### src/rtl/dbi_pkg.sv
package dbi_pkg;

    localparam int unsigned MAX_LANE = 64;

    function automatic int unsigned ones(input logic [MAX_LANE-1:0] v);
        int unsigned n;
        n = 0;
        for (int i = 0; i < MAX_LANE; i++) begin
            n += {31'd0, v[i]};
        end
        return n;
    endfunction

endpackage

### src/rtl/dbi_lane_enc.sv
module dbi_lane_enc #(
    parameter int unsigned GW = 16
) (
    input  logic [GW-1:0] ref_i,
    input  logic [GW-1:0] data_i,
    output logic [GW-1:0] enc_o,
    output logic          inv_o
);
    localparam int unsigned HALF = GW / 2;

    int unsigned flips;

    always_comb begin
        flips = dbi_pkg::ones(dbi_pkg::MAX_LANE'(ref_i ^ data_i));
        inv_o = (flips > HALF);
        enc_o = inv_o ? ~data_i : data_i;
    end
endmodule

### src/rtl/dbi_enc_core.sv
module dbi_enc_core #(
    parameter int unsigned DW    = 64,
    parameter int unsigned GW    = 16,
    parameter int unsigned BEATS = 4
) (
    input  logic                   clk,
    input  logic                   rst_n,
    input  logic                   in_valid,
    input  logic [BEATS*DW-1:0]    in_data,
    output logic                   out_valid,
    output logic [BEATS*DW-1:0]    out_bus_n,
    output logic [BEATS*DW/GW-1:0] out_inv_n
);
    localparam int unsigned NG   = DW / GW;
    localparam int unsigned BW   = BEATS * DW;
    localparam int unsigned FW   = BEATS * NG;
    localparam int unsigned HALF = GW / 2;

    typedef struct packed {
        logic [BW-1:0] bus;
        logic [FW-1:0] inv;
        logic          valid;
    } enc_state_t;

    enc_state_t st_d, st_q;

    logic [DW-1:0] ref_chain [0:BEATS];
    logic [BW-1:0] enc_all;
    logic [FW-1:0] inv_all;

    assign ref_chain[0] = st_q.bus[(BEATS-1)*DW +: DW];

    for (genvar b = 0; b < BEATS; b++) begin : g_beat
        for (genvar g = 0; g < NG; g++) begin : g_lane
            dbi_lane_enc #(.GW(GW)) u_lane (
                .ref_i  (ref_chain[b][g*GW +: GW]),
                .data_i (in_data[b*DW + g*GW +: GW]),
                .enc_o  (enc_all[b*DW + g*GW +: GW]),
                .inv_o  (inv_all[b*NG + g])
            );
        end
        assign ref_chain[b+1] = enc_all[b*DW +: DW];
    end

    always_comb begin
        st_d       = st_q;
        st_d.valid = in_valid;
        if (in_valid) begin
            st_d.bus = enc_all;
            st_d.inv = inv_all;
        end
    end

    always_ff @(posedge clk or negedge rst_n) begin
        if (!rst_n) begin
            st_q <= '0;
        end else begin
            st_q <= st_d;
        end
    end

    assign out_valid = st_q.valid;
    assign out_bus_n = ~st_q.bus;
    assign out_inv_n = ~st_q.inv;


    valid_latency_chk: assert property (@(posedge clk) disable iff (!rst_n)
        in_valid |=> out_valid);


    hold_chk: assert property (@(posedge clk) disable iff (!rst_n)
        !in_valid |=> (!out_valid && $stable(out_bus_n) && $stable(out_inv_n)));

    for (genvar g = 0; g < NG; g++) begin : g_chk

        beat0_toggle_chk: assert property (@(posedge clk) disable iff (!rst_n)
            out_valid |-> dbi_pkg::ones(dbi_pkg::MAX_LANE'(out_bus_n[g*GW +: GW]
                ^ $past(out_bus_n[(BEATS-1)*DW + g*GW +: GW]))) <= HALF);
        for (genvar b = 1; b < BEATS; b++) begin : g_beat_chk

            beat_toggle_chk: assert property (@(posedge clk) disable iff (!rst_n)
                out_valid |-> dbi_pkg::ones(dbi_pkg::MAX_LANE'(out_bus_n[b*DW + g*GW +: GW]
                    ^ out_bus_n[(b-1)*DW + g*GW +: GW])) <= HALF);
        end
    end
endmodule

### src/rtl/dbi_dec.sv
module dbi_dec #(
    parameter int unsigned DW    = 64,
    parameter int unsigned GW    = 16,
    parameter int unsigned BEATS = 4
) (
    input  logic [BEATS*DW-1:0]    bus_n_i,
    input  logic [BEATS*DW/GW-1:0] inv_n_i,
    output logic [BEATS*DW-1:0]    data_o
);
    localparam int unsigned NG = DW / GW;

    for (genvar b = 0; b < BEATS; b++) begin : g_beat
        for (genvar g = 0; g < NG; g++) begin : g_lane
            assign data_o[b*DW + g*GW +: GW] =
                ~bus_n_i[b*DW + g*GW +: GW] ^ {GW{~inv_n_i[b*NG + g]}};
        end
    end
endmodule

### src/rtl/dbi_codec.sv
module dbi_codec #(
    parameter int unsigned DW    = 64,
    parameter int unsigned GW    = 16,
    parameter int unsigned BEATS = 4
) (
    input  logic                   clk,
    input  logic                   rst_n,
    input  logic                   tx_valid,
    input  logic [BEATS*DW-1:0]    tx_data,
    output logic                   bus_valid,
    output logic [BEATS*DW-1:0]    bus_data_n,
    output logic [BEATS*DW/GW-1:0] bus_inv_n,
    input  logic [BEATS*DW-1:0]    rx_data_n,
    input  logic [BEATS*DW/GW-1:0] rx_inv_n,
    output logic [BEATS*DW-1:0]    rx_data
);
    dbi_enc_core #(.DW(DW), .GW(GW), .BEATS(BEATS)) u_enc (
        .clk       (clk),
        .rst_n     (rst_n),
        .in_valid  (tx_valid),
        .in_data   (tx_data),
        .out_valid (bus_valid),
        .out_bus_n (bus_data_n),
        .out_inv_n (bus_inv_n)
    );

    dbi_dec #(.DW(DW), .GW(GW), .BEATS(BEATS)) u_dec (
        .bus_n_i (rx_data_n),
        .inv_n_i (rx_inv_n),
        .data_o  (rx_data)
    );
endmodule

### config.mk
export PLATFORM = sky130hd
export DESIGN_NAME = dbi_codec
export DESIGN_NICKNAME = d
export VERILOG_FILES = /design/src/rtl/dbi_pkg.sv /design/src/rtl/dbi_lane_enc.sv /design/src/rtl/dbi_enc_core.sv /design/src/rtl/dbi_dec.sv /design/src/rtl/dbi_codec.sv
export SDC_FILE = /design/constraint.sdc
export NUM_CORES = 1
export LEC_CHECK = 0
export CORE_AREA = 2 2 415 417
export DETAILED_ROUTE_END_ITERATION = 10
export DIE_AREA = 0 0 417 419
export SLEW_MARGIN = 20
export SYNTH_ARGS = -nofsm -noshare
export SYNTH_HDL_FRONTEND = slang
export SYNTH_HIERARCHICAL = 1
export SYNTH_SLANG_ARGS = --single-unit
export TNS_END_PERCENT = 100
### constraint.sdc
create_clock -name clk -period 38.6 [get_ports clk]
set_input_delay 11.58 -clock clk [delete_from_list [all_inputs] [get_ports clk]]
set_output_delay 11.58 -clock clk [all_outputs]
set_load 0.02 [all_outputs]
# == Word-level counts from Yosys, hierarchy flattened ==
# Cells that the tools add are included.
# totals
reg_bits,273
in_bits,531
out_inout_bits,529
word_cells,1125
# classes
n_bitwise,82
magnitude_cmp,16
add_sub_neg,1008
muxes,16
# op_table
op,count
32-bit by 1-bit adder with 32-bit output (second input constant),512
16-bit inverter,33
31-bit by 1-bit adder with 32-bit output (second input constant),16
32-bit by 4-bit greater-than comparator with 1-bit output (second input constant),16
16-bit bitwise XOR,32
30-bit by 1-bit adder with 31-bit output (second input constant),16
29-bit by 1-bit adder with 30-bit output (second input constant),16
28-bit by 1-bit adder with 29-bit output (second input constant),16
27-bit by 1-bit adder with 28-bit output (second input constant),16
26-bit by 1-bit adder with 27-bit output (second input constant),16
25-bit by 1-bit adder with 26-bit output (second input constant),16
24-bit by 1-bit adder with 25-bit output (second input constant),16
23-bit by 1-bit adder with 24-bit output (second input constant),16
22-bit by 1-bit adder with 23-bit output (second input constant),16
21-bit by 1-bit adder with 22-bit output (second input constant),16
20-bit by 1-bit adder with 21-bit output (second input constant),16
19-bit by 1-bit adder with 20-bit output (second input constant),16
18-bit by 1-bit adder with 19-bit output (second input constant),16
17-bit by 1-bit adder with 18-bit output (second input constant),16
16-bit by 1-bit adder with 17-bit output (second input constant),16
15-bit by 1-bit adder with 16-bit output,16
16-bit two-way mux,16
256-bit inverter,1
14-bit by 1-bit adder with 15-bit output,16
14 further kinds,224

# == Logic depth before layout (Yosys ltp) ==
# Gate-level depths: netlist of run 1.
# depth
ltp_word,264
depth_mapped,64
ltp_nobuf,57

# == By module ==
# The synthesis of run 1 kept the hierarchy.
# by_module_without_submodules
module,seq_area_each_um2,instances,cells_each,area_per_inst_um2
dbi_enc_core,6831.6,1,847,11449.7
dbi_lane_enc at u_enc.g_beat[1].g_lane[1].u_lane ...,0.0,10,69,673.1
dbi_lane_enc at u_enc.g_beat[0].g_lane[0].u_lane ...,0.0,5,66,671.9
dbi_dec,0.0,1,288,2742.6
dbi_lane_enc at u_enc.g_beat[3].g_lane[0].u_lane,0.0,1,68,680.7

# == Worst setup path after synthesis of run 1 ==
# No wires, ideal clock.
# synth_timing
path_type,input to register
start,in tx_data[3]
end,reg u_enc.st_q (netlist bit u_enc/ref_chain[262])
arrival_ps,27304
cell_stages,63
setup_slack_ps,11171
n_path_buf,6
setup_ps,125
t_required_ps,38475
path_cell_list,xor2_1 > fa_1 > fa_1 > fa_1 > inv_1 > fa_1 > inv_1 > ha_1 > inv_1 > fa_1 > nand3b_1 > a211oi_1 > a211oi_4 > buf_8 > xor2_1 > xor2_1 > fa_1 > fa_1 > [27 not listed] > xnor2_1 > xor2_1 > fa_1 > fa_1 > fa_1 > inv_1 > fa_1 > inv_1 > ha_1 > inv_1 > fa_1 > nor3b_1 > a21oi_1 > o311ai_2 > buf_6 > buf_12 > xnor2_1 > mux2_4
# synth_between
elab_cells_between_ends,263
cone_classes,250 x add/sub; 4 x order compare; 4 x mux; 5 x bitwise
# synth_rtl
item,line_no,text
"start, declared",dbi_codec.sv:9,"input logic [BEATS*DW-1:0] tx_data,"
16-bit bitwise XOR,dbi_lane_enc.sv:14,flips = dbi_pkg::ones(dbi_pkg::MAX_LANE'(ref_i ^ data_i));
3-bit by 1-bit adder with 4-bit output,dbi_pkg.sv:9,"n += {31'd0, v[i]};"
4-bit by 1-bit adder with 5-bit output,dbi_pkg.sv:9,
5-bit by 1-bit adder with 6-bit output,dbi_pkg.sv:9,
6-bit by 1-bit adder with 7-bit output,dbi_pkg.sv:9,
7-bit by 1-bit adder with 8-bit output,dbi_pkg.sv:9,
8-bit by 1-bit adder with 9-bit output,dbi_pkg.sv:9,
9-bit by 1-bit adder with 10-bit output,dbi_pkg.sv:9,
[55 not listed],n/a,
named net u_enc.inv_all[0],dbi_enc_core.sv:29,logic [FW-1:0] inv_all;
[1 not listed],n/a,
named net u_enc.enc_all[6],dbi_enc_core.sv:28,logic [BW-1:0] enc_all;
[60 not listed],n/a,
named net u_enc.inv_all[4],dbi_enc_core.sv:29,
[1 not listed],n/a,
named net u_enc.enc_all[70],dbi_enc_core.sv:28,
[61 not listed],n/a,
named net u_enc.enc_all[134],dbi_enc_core.sv:28,
[23 not listed],n/a,
28-bit by 1-bit adder with 29-bit output,dbi_pkg.sv:9,
29-bit by 1-bit adder with 30-bit output,dbi_pkg.sv:9,
30-bit by 1-bit adder with 31-bit output,dbi_pkg.sv:9,
31-bit by 1-bit adder with 32-bit output,dbi_pkg.sv:9,
32-bit by 1-bit adder with 32-bit output (32 in a row),dbi_pkg.sv:9,
32-bit by 4-bit greater-than comparator with 1-bit output,dbi_lane_enc.sv:15,inv_o = (flips > HALF);
16-bit two-way mux,dbi_lane_enc.sv:16,enc_o = inv_o ? ~data_i : data_i;
named net u_enc.enc_all[198],dbi_enc_core.sv:28,
"end signal, assigned",dbi_enc_core.sv:58,st_q <= st_d;
"end, declared",dbi_enc_core.sv:25,"enc_state_t st_d, st_q;"
# The timed path passes the listed nets, and every way through them passes these cells.
# A chain may end at the register's enable or synchronous reset.

# == Worst setup path after layout of run 1 ==
# layout_timing
start,in tx_data[24]
end,reg u_enc.st_q (netlist bit u_enc/ref_chain[277])
# layout_between
elab_cells_between_ends,258
cone_classes,245 x add/sub; 4 x order compare; 4 x mux; 5 x bitwise
# layout_rtl
item,line_no
16-bit bitwise XOR,dbi_lane_enc.sv:14
8-bit by 1-bit adder with 9-bit output,dbi_pkg.sv:9
9-bit by 1-bit adder with 10-bit output,dbi_pkg.sv:9
10-bit by 1-bit adder with 11-bit output,dbi_pkg.sv:9
11-bit by 1-bit adder with 12-bit output,dbi_pkg.sv:9
12-bit by 1-bit adder with 13-bit output,dbi_pkg.sv:9
13-bit by 1-bit adder with 14-bit output,dbi_pkg.sv:9
14-bit by 1-bit adder with 15-bit output,dbi_pkg.sv:9
[50 not listed],n/a
named net u_enc.inv_all[1],dbi_enc_core.sv:29
[1 not listed],n/a
named net u_enc.enc_all[24],dbi_enc_core.sv:28
[59 not listed],n/a
named net u_enc.enc_all[90],dbi_enc_core.sv:28
[57 not listed],n/a
named net u_enc.enc_all[152],dbi_enc_core.sv:28
[21 not listed],n/a
28-bit by 1-bit adder with 29-bit output,dbi_pkg.sv:9
29-bit by 1-bit adder with 30-bit output,dbi_pkg.sv:9
30-bit by 1-bit adder with 31-bit output,dbi_pkg.sv:9
31-bit by 1-bit adder with 32-bit output,dbi_pkg.sv:9
32-bit by 1-bit adder with 32-bit output (32 in a row),dbi_pkg.sv:9
32-bit by 4-bit greater-than comparator with 1-bit output,dbi_lane_enc.sv:15
16-bit two-way mux,dbi_lane_enc.sv:16
named net u_enc.enc_all[213],dbi_enc_core.sv:28
# The timed path passes the listed nets, and every way through them passes these cells.

==> results of run 1 <==
## sequential cells by signal, summed over array words and instances (netlist names)
register         flops
u_enc/st_q         208
u_enc/ref_chain     64
u_enc/out_valid      1
## metal layers
| layer | track usage, % | part of all wire (%) |
|---|---|---|
| met5 | 0 | 0.27 |
| met4 | 3.49 | 2.3 |
| met3 | 4.32 | 6.5 |
| met2 | 25.9 | 47 |
| met1 | 20.6 | 44 |
## final cells by class
class	count	share of cell area, %
Antenna cell	9	0.0576
Sequential cell	273	17.5
Multi-Input combinational cell	1398	39.6
Clock buffer	54	2.90
Clock inverter	19	0.660
Timing Repair Buffer	1086	27.7
Inverter	463	4.45
Tap cell	2233	7.15
## through the flow
stage | cells | setup WS, ns
6_report | 5535 | 9.13
3_5_place_dp | 5450 | 7.74
4_1_cts | 5523 | 8.36
5_1_grt | 5529 | 8.25
3_3_place_gp | 5449 | 8.02
2_1_floorplan | 2223 | 11.17
## logic make-up after synthesis
group | Yosys count | share of synthesized area [%]
compound gates | 70 | 2.40
xor+xnor | 773 | 27.1
fa+ha+maj | 240 | 16.8
buf+inv | 552 | 11.4
flops | 273 | 27.4
mux | 277 | 13.7
simple gates | 38 | 1.17
## worst register-to-register path: cells and delay by family (launching register included)
family                     cells  cell delay, ns
xor gates and xnor gates       8            1.61
muxes                          1            0.26
AOI/OAI and AO/OA              8            3.20
DFF                            1            0.45
adders and majority gates     24           10.88
and+or+nand+nor                3            0.47
buffers and inverters         15            1.52
## placed cells by master (no fill, tap or decap), types with 6 or more instances in the layout
master and n:
o22a_1 10, fa_1 160, inv_1 463, ha_1 80, nor3b_2 10, xor2_1 560
clkdlybuf4s50_1 1057, diode_2 9, clkbuf_8 6, nand2_1 10, buf_8 6, mux2_4 80
a31oi_1 10, dfrtp_1 273, buf_4 23, xnor2_1 213, o32ai_4 9, a311oi_1 10
clkbuf_1 7, mux2_2 192, a21oi_1 12, clkbuf_16 41
## final timing paths
| kind | endpoint | slack, ns | cells after the start |
|---|---|---|---|
| max | u_enc/ref_chain[277] | 9.13 | 60 |
| min | u_enc/st_q[5] | 0.50 | 1 |
| max reg2reg | u_enc/ref_chain[277] | 20.10 | 59 |
| min reg2reg | u_enc/st_q[5] | 0.50 | 1 |
| max in group asynchronous | u_enc/st_q[160] | 25.55 | 3 |
| min in group asynchronous | u_enc/st_q[91] | 10.96 | 1 |
==> flow_summary.toml, run 1 <==
[run_status]
status = "complete, no violations"

[global_route]
grt_pass1_vias = 20700
grt_pass1_wl_um = 188000
overflow = 0
grt_max_degree = 108
grt_usage_pct = 15.8
antenna_found_initial = 62

[timing]
fin_setup_tns_ns = 0
finalSetupViolCount = 0
max-slew-margin-rel_pct = 24.0
finalHoldViolations = 0
hold_slack_ns = 0.504
worst_slew_pin_slew_ns = 1.14
rsz0062_at_grt = "no"
fin_worst_skew_ns = 0.0199
fin_crit_sh_pct = 76.4
slew_viol_final = 0
min_period_ns = 29.47
max_freq_mhz = 33.9

[cells_and_area]
final_nets = 4033
syn_to_final_growth_pct = 56.5
seqCellArea_mm2 = 0.00683
final_area_mm2 = 0.0391
multi_input_area_mm2 = 0.0155
fillCellCount = 18400
fin_util_pct = 22.9
drive_gt1_share_pct = 12.1

[setup_path]
startpoint_type = "input pin"
arrival_ns = 29.95
critPathLaunch = "tx_data[24]"
required_ns = 39.08
r2r-start = "u_enc/ref_chain[280]"
slowest_delay_ns = 0.88
critPathKind = "in2reg"
critPathSlowestCell = "o32ai_4"
crit_buf_inv = 16
cp_max_fo = 17
worstSetupEndpointType = "register"
worst_path_most_repeated_cell = "fa_1"
path_delay_family = "adder cells"

[place]
gp_congestion = 1.01
placedInstanceArea_mm2 = 0.0376
io_buffer_count = 1059
dp_hpwl_um = 126000

[synthesis]
synth_seq_cells = 273
synthesis.area_mm2 = 0.0250
async_flop_share_pct = 100
ys_seq_area_share_pct = 27.4
synthTopCellsByArea = "dfrtp_1 27%, xor2_1 20%, fa_1 13%, mux2_2 8.7%, xnor2_1 7.5%"
synthFlopType = "dfrtp_1"
synth_area_leader_cell = "dfrtp_1"
ys_types = 33
synthesis.nets = 2994
syn_inst = 2223
synth_edf_count = 0
synth_common_cells = "560 x xor2_1, 463 x inv_1, 273 x dfrtp_1, 213 x xnor2_1, 192 x mux2_2"
ys_warn_count = 6
syn_area_per_cell_um2 = 11.2
netlist.area_leader.share_pct = 27.4
synth_most_common_cell = "xor2_1"

[worst_hold_path]
hold_path.class = "reg2reg"
hp-start = "u_enc/st_q[5]"

[cts]
cts-htree-levels = 2
holdBufCountCts = 0
clk_latency_ns = 0.61
cts_resized = 0
path_clk_slew_ns = 0.05
clock_path_buffers = 3
tritoncts = "yes"
root_buffer = "clkbuf_16"
cts_setup_buffers = 0
numCtsBuffers = 40
clock-sinks = 273

[detailed_routing]
viasPerCell = 3.55
drtPass1Iterations = 5
wl_per_cell_um = 25.9
remaining_drc_errors = 0
drt_iter0_markers = 992
finalWirelength_um = 143000
vias = 19600
antenna_left = 0

[die]
start_util_pct = 14.6
die_h_um = 419
fp.dieArea_mm2 = 0.175
row_count = 152
die_w_um = 417
core_area_mm2 = 0.171
io_pins = 1060

[job]
drv_cap = 0
Power of run 1 is not shown: default switching activity piles up to over one toggle a cycle in this logic, so the estimate is an artifact.
==> run 2, diff against run 1 <==
- CORE_AREA: 2 2 415 417 -> 2 2 416 418
- DIE_AREA: 0 0 417 419 -> 0 0 418 420
- clock period: 38.6 -> 24.5 ns (I/O delays scaled with it)
==> flow_summary.toml, run 2 (same netlist as run 1, synthesis figures left out) <==
[cts]
path_clk_slew_ns = 0.06
root_buffer = "clkbuf_16"
numCtsBuffers = 37
tritoncts = "yes"
clk_latency_ns = 0.59
clock_path_buffers = 3
clock-sinks = 273
cts-htree-levels = 2
holdBufCountCts = 0

[setup_path]
timing.rr.end = "u_enc/ref_chain[318]"
worst_path_most_repeated_cell = "fa_1"
reg2reg_depth = 65
critPathSlowestCell = "clkdlybuf4s50_1"
r2r-start = "u_enc/ref_chain[307]"
startpoint_type = "input pin"
slowest_delay_ns = 0.55
arrival_ns = 24.41
cp_max_fo = 8
r2r_slack_ns = 7.30
crit_buf_inv = 23
required_ns = 24.97
worstSetupEndpointType = "register"
critPathKind = "in2reg"
critPathLaunch = "tx_data[49]"
path_delay_family = "adder cells"
path_depth = 67
worstSetupEndpoint = "u_enc/ref_chain[318]"

[timing]
fin_worst_skew_ns = 0.0371
slew_viol_final = 0
fin_crit_sh_pct = 97.7
fin_setup_tns_ns = 0
worst_slew_pin_slew_ns = 1.11
max_freq_mhz = 41.8
finalHoldViolations = 0
min_period_ns = 23.94
max-slew-margin-rel_pct = 26.0
finalSetupViolCount = 0

[cells_and_area]
drive_gt1_share_pct = 17.8
layout_commonest_cell = "clkdlybuf4s50_1"
final_cell_mix = "1050 x clkdlybuf4s50_1, 525 x xor2_1, 463 x inv_1"
fillCellCount = 18300
regMostFlops = "u_enc/st_q"
largest_reg_flops = 208
final_nets = 4166
syn_to_final_growth_pct = 63.4

[detailed_routing]
finalWirelength_um = 148000
remaining_drc_errors = 0
vias = 20000
antenna_left = 0
wl_per_cell_um = 26.1
viasPerCell = 3.53
drt_iter0_markers = 967
drtPass1Iterations = 5

[global_route]
antenna_found_initial = 58
overflow = 0
grt_pass1_vias = 20800
grt_pass1_wl_um = 191000
busiest_layer = "met2"
grt_use_met3_pct = 4.35
grt_usage_pct = 16.1
grt_max_degree = 137
grtUsageMet1_pct = 21.0
use_met2_pct = 26.8

[job]
drv_cap = 0

[place]
gp_congestion = 1.03
io_buffer_count = 1059
dp_hpwl_um = 130000

[die]
start_util_pct = 14.6
die_h_um = 420
row_count = 152
core_area_mm2 = 0.171
die_w_um = 418
io_pins = 1060
fp.dieArea_mm2 = 0.176

[worst_hold_path]
hold_path.class = "reg2reg"

[run_status]
status = "complete, no violations"
[run 2: cell types whose count changed in the layout (fill, tap and decap cells not counted), moves of 5 or more]
| cell | delta |
|---|---|
| fa_1 | -12 |
| xor2_2 | +34 |
| nor4b_1 | -5 |
| a311oi_2 | +5 |
| xnor2_1 | -18 |
| fa_2 | +12 |
| clkdlybuf4s50_1 | -7 |
| xor2_1 | -35 |
| buf_12 | +18 |
| a311oi_1 | -5 |
| buf_4 | +113 |
| buf_6 | +5 |
| xnor2_2 | +18 |
| nor4b_2 | +5 |
[run 2: per-layer routing]
| layer | vias up | share of wire (%) |
|---|---|---|
| li1 | 9082 | - |
| met1 | 10100 | 43 |
| met2 | 646 | 48 |
| met3 | 144 | 6.5 |
| met4 | 52 | 2.0 |
| met5 | - | 0.22 |
[run 2: worst min path at each step]
stage                               start              end  slack (ns)  cells after the start
after floorplan           u_enc/st_q[100]  u_enc/st_q[100]        0.48                      1
after global placement    u_enc/st_q[142]  u_enc/st_q[142]        0.49                      1
after detailed placement  u_enc/st_q[201]  u_enc/st_q[201]        0.49                      1
after CTS                 u_enc/st_q[103]  u_enc/st_q[103]        0.51                      1
after global routing      u_enc/st_q[163]  u_enc/st_q[163]        0.52                      1
final                      u_enc/st_q[21]   u_enc/st_q[21]        0.51                      1
[run 2: cell type report]
type / count / area (µm²) / share of cell area (%)
flip-flops and latches: 273 / 6830 / 16.8
clock buffers: 48 / 1030 / 2.52
clock inverters: 17 / 251 / 0.617
multi-input cells: 1398 / 16000 / 39.2
diodes: 10 / 25.0 / 0.0614
inverters: 463 / 1740 / 4.26
repair buffers: 1222 / 12100 / 29.8
well taps: 2233 / 2790 / 6.85
[run 2: worst reg2reg max path, delay by kind of cell (launching register included)]
kind                     cells  cell delay (ns)
flip-flops                   1             0.52
XOR/XNOR                     9             1.69
buffers and inverters       21             2.33
adder cells (fa/ha/maj)     24            10.11
AND/OR/NAND/NOR              3             0.73
multiplexers                 1             0.26
AO/OA/AOI/OAI                7             1.45
[run 2: what timing repair did]
item | CTS | global route
setup endpoints to repair | 0 | 68
resized for setup | 0 | 86
endpoints found under the hold margin | 0 | 0
setup buffers | 0 | 17
[run 2: metrics by stage]
stage                     util [%]  worst slack [ns]  hold slack, ns  cell area [µm²]  cells
after floorplan                  -              1.30           0.481            25000   2223
after global placement        22.6            -0.185           0.489            38700   5568
after detailed placement      22.6            -0.396           0.493            38700   5568
after CTS                     23.4             0.183           0.508            40000   5633
after global routing          23.8           -0.0826           0.515            40800   5657
final                         23.9             0.560           0.505            40800   5664
Power of run 2 is left out for the same reason.
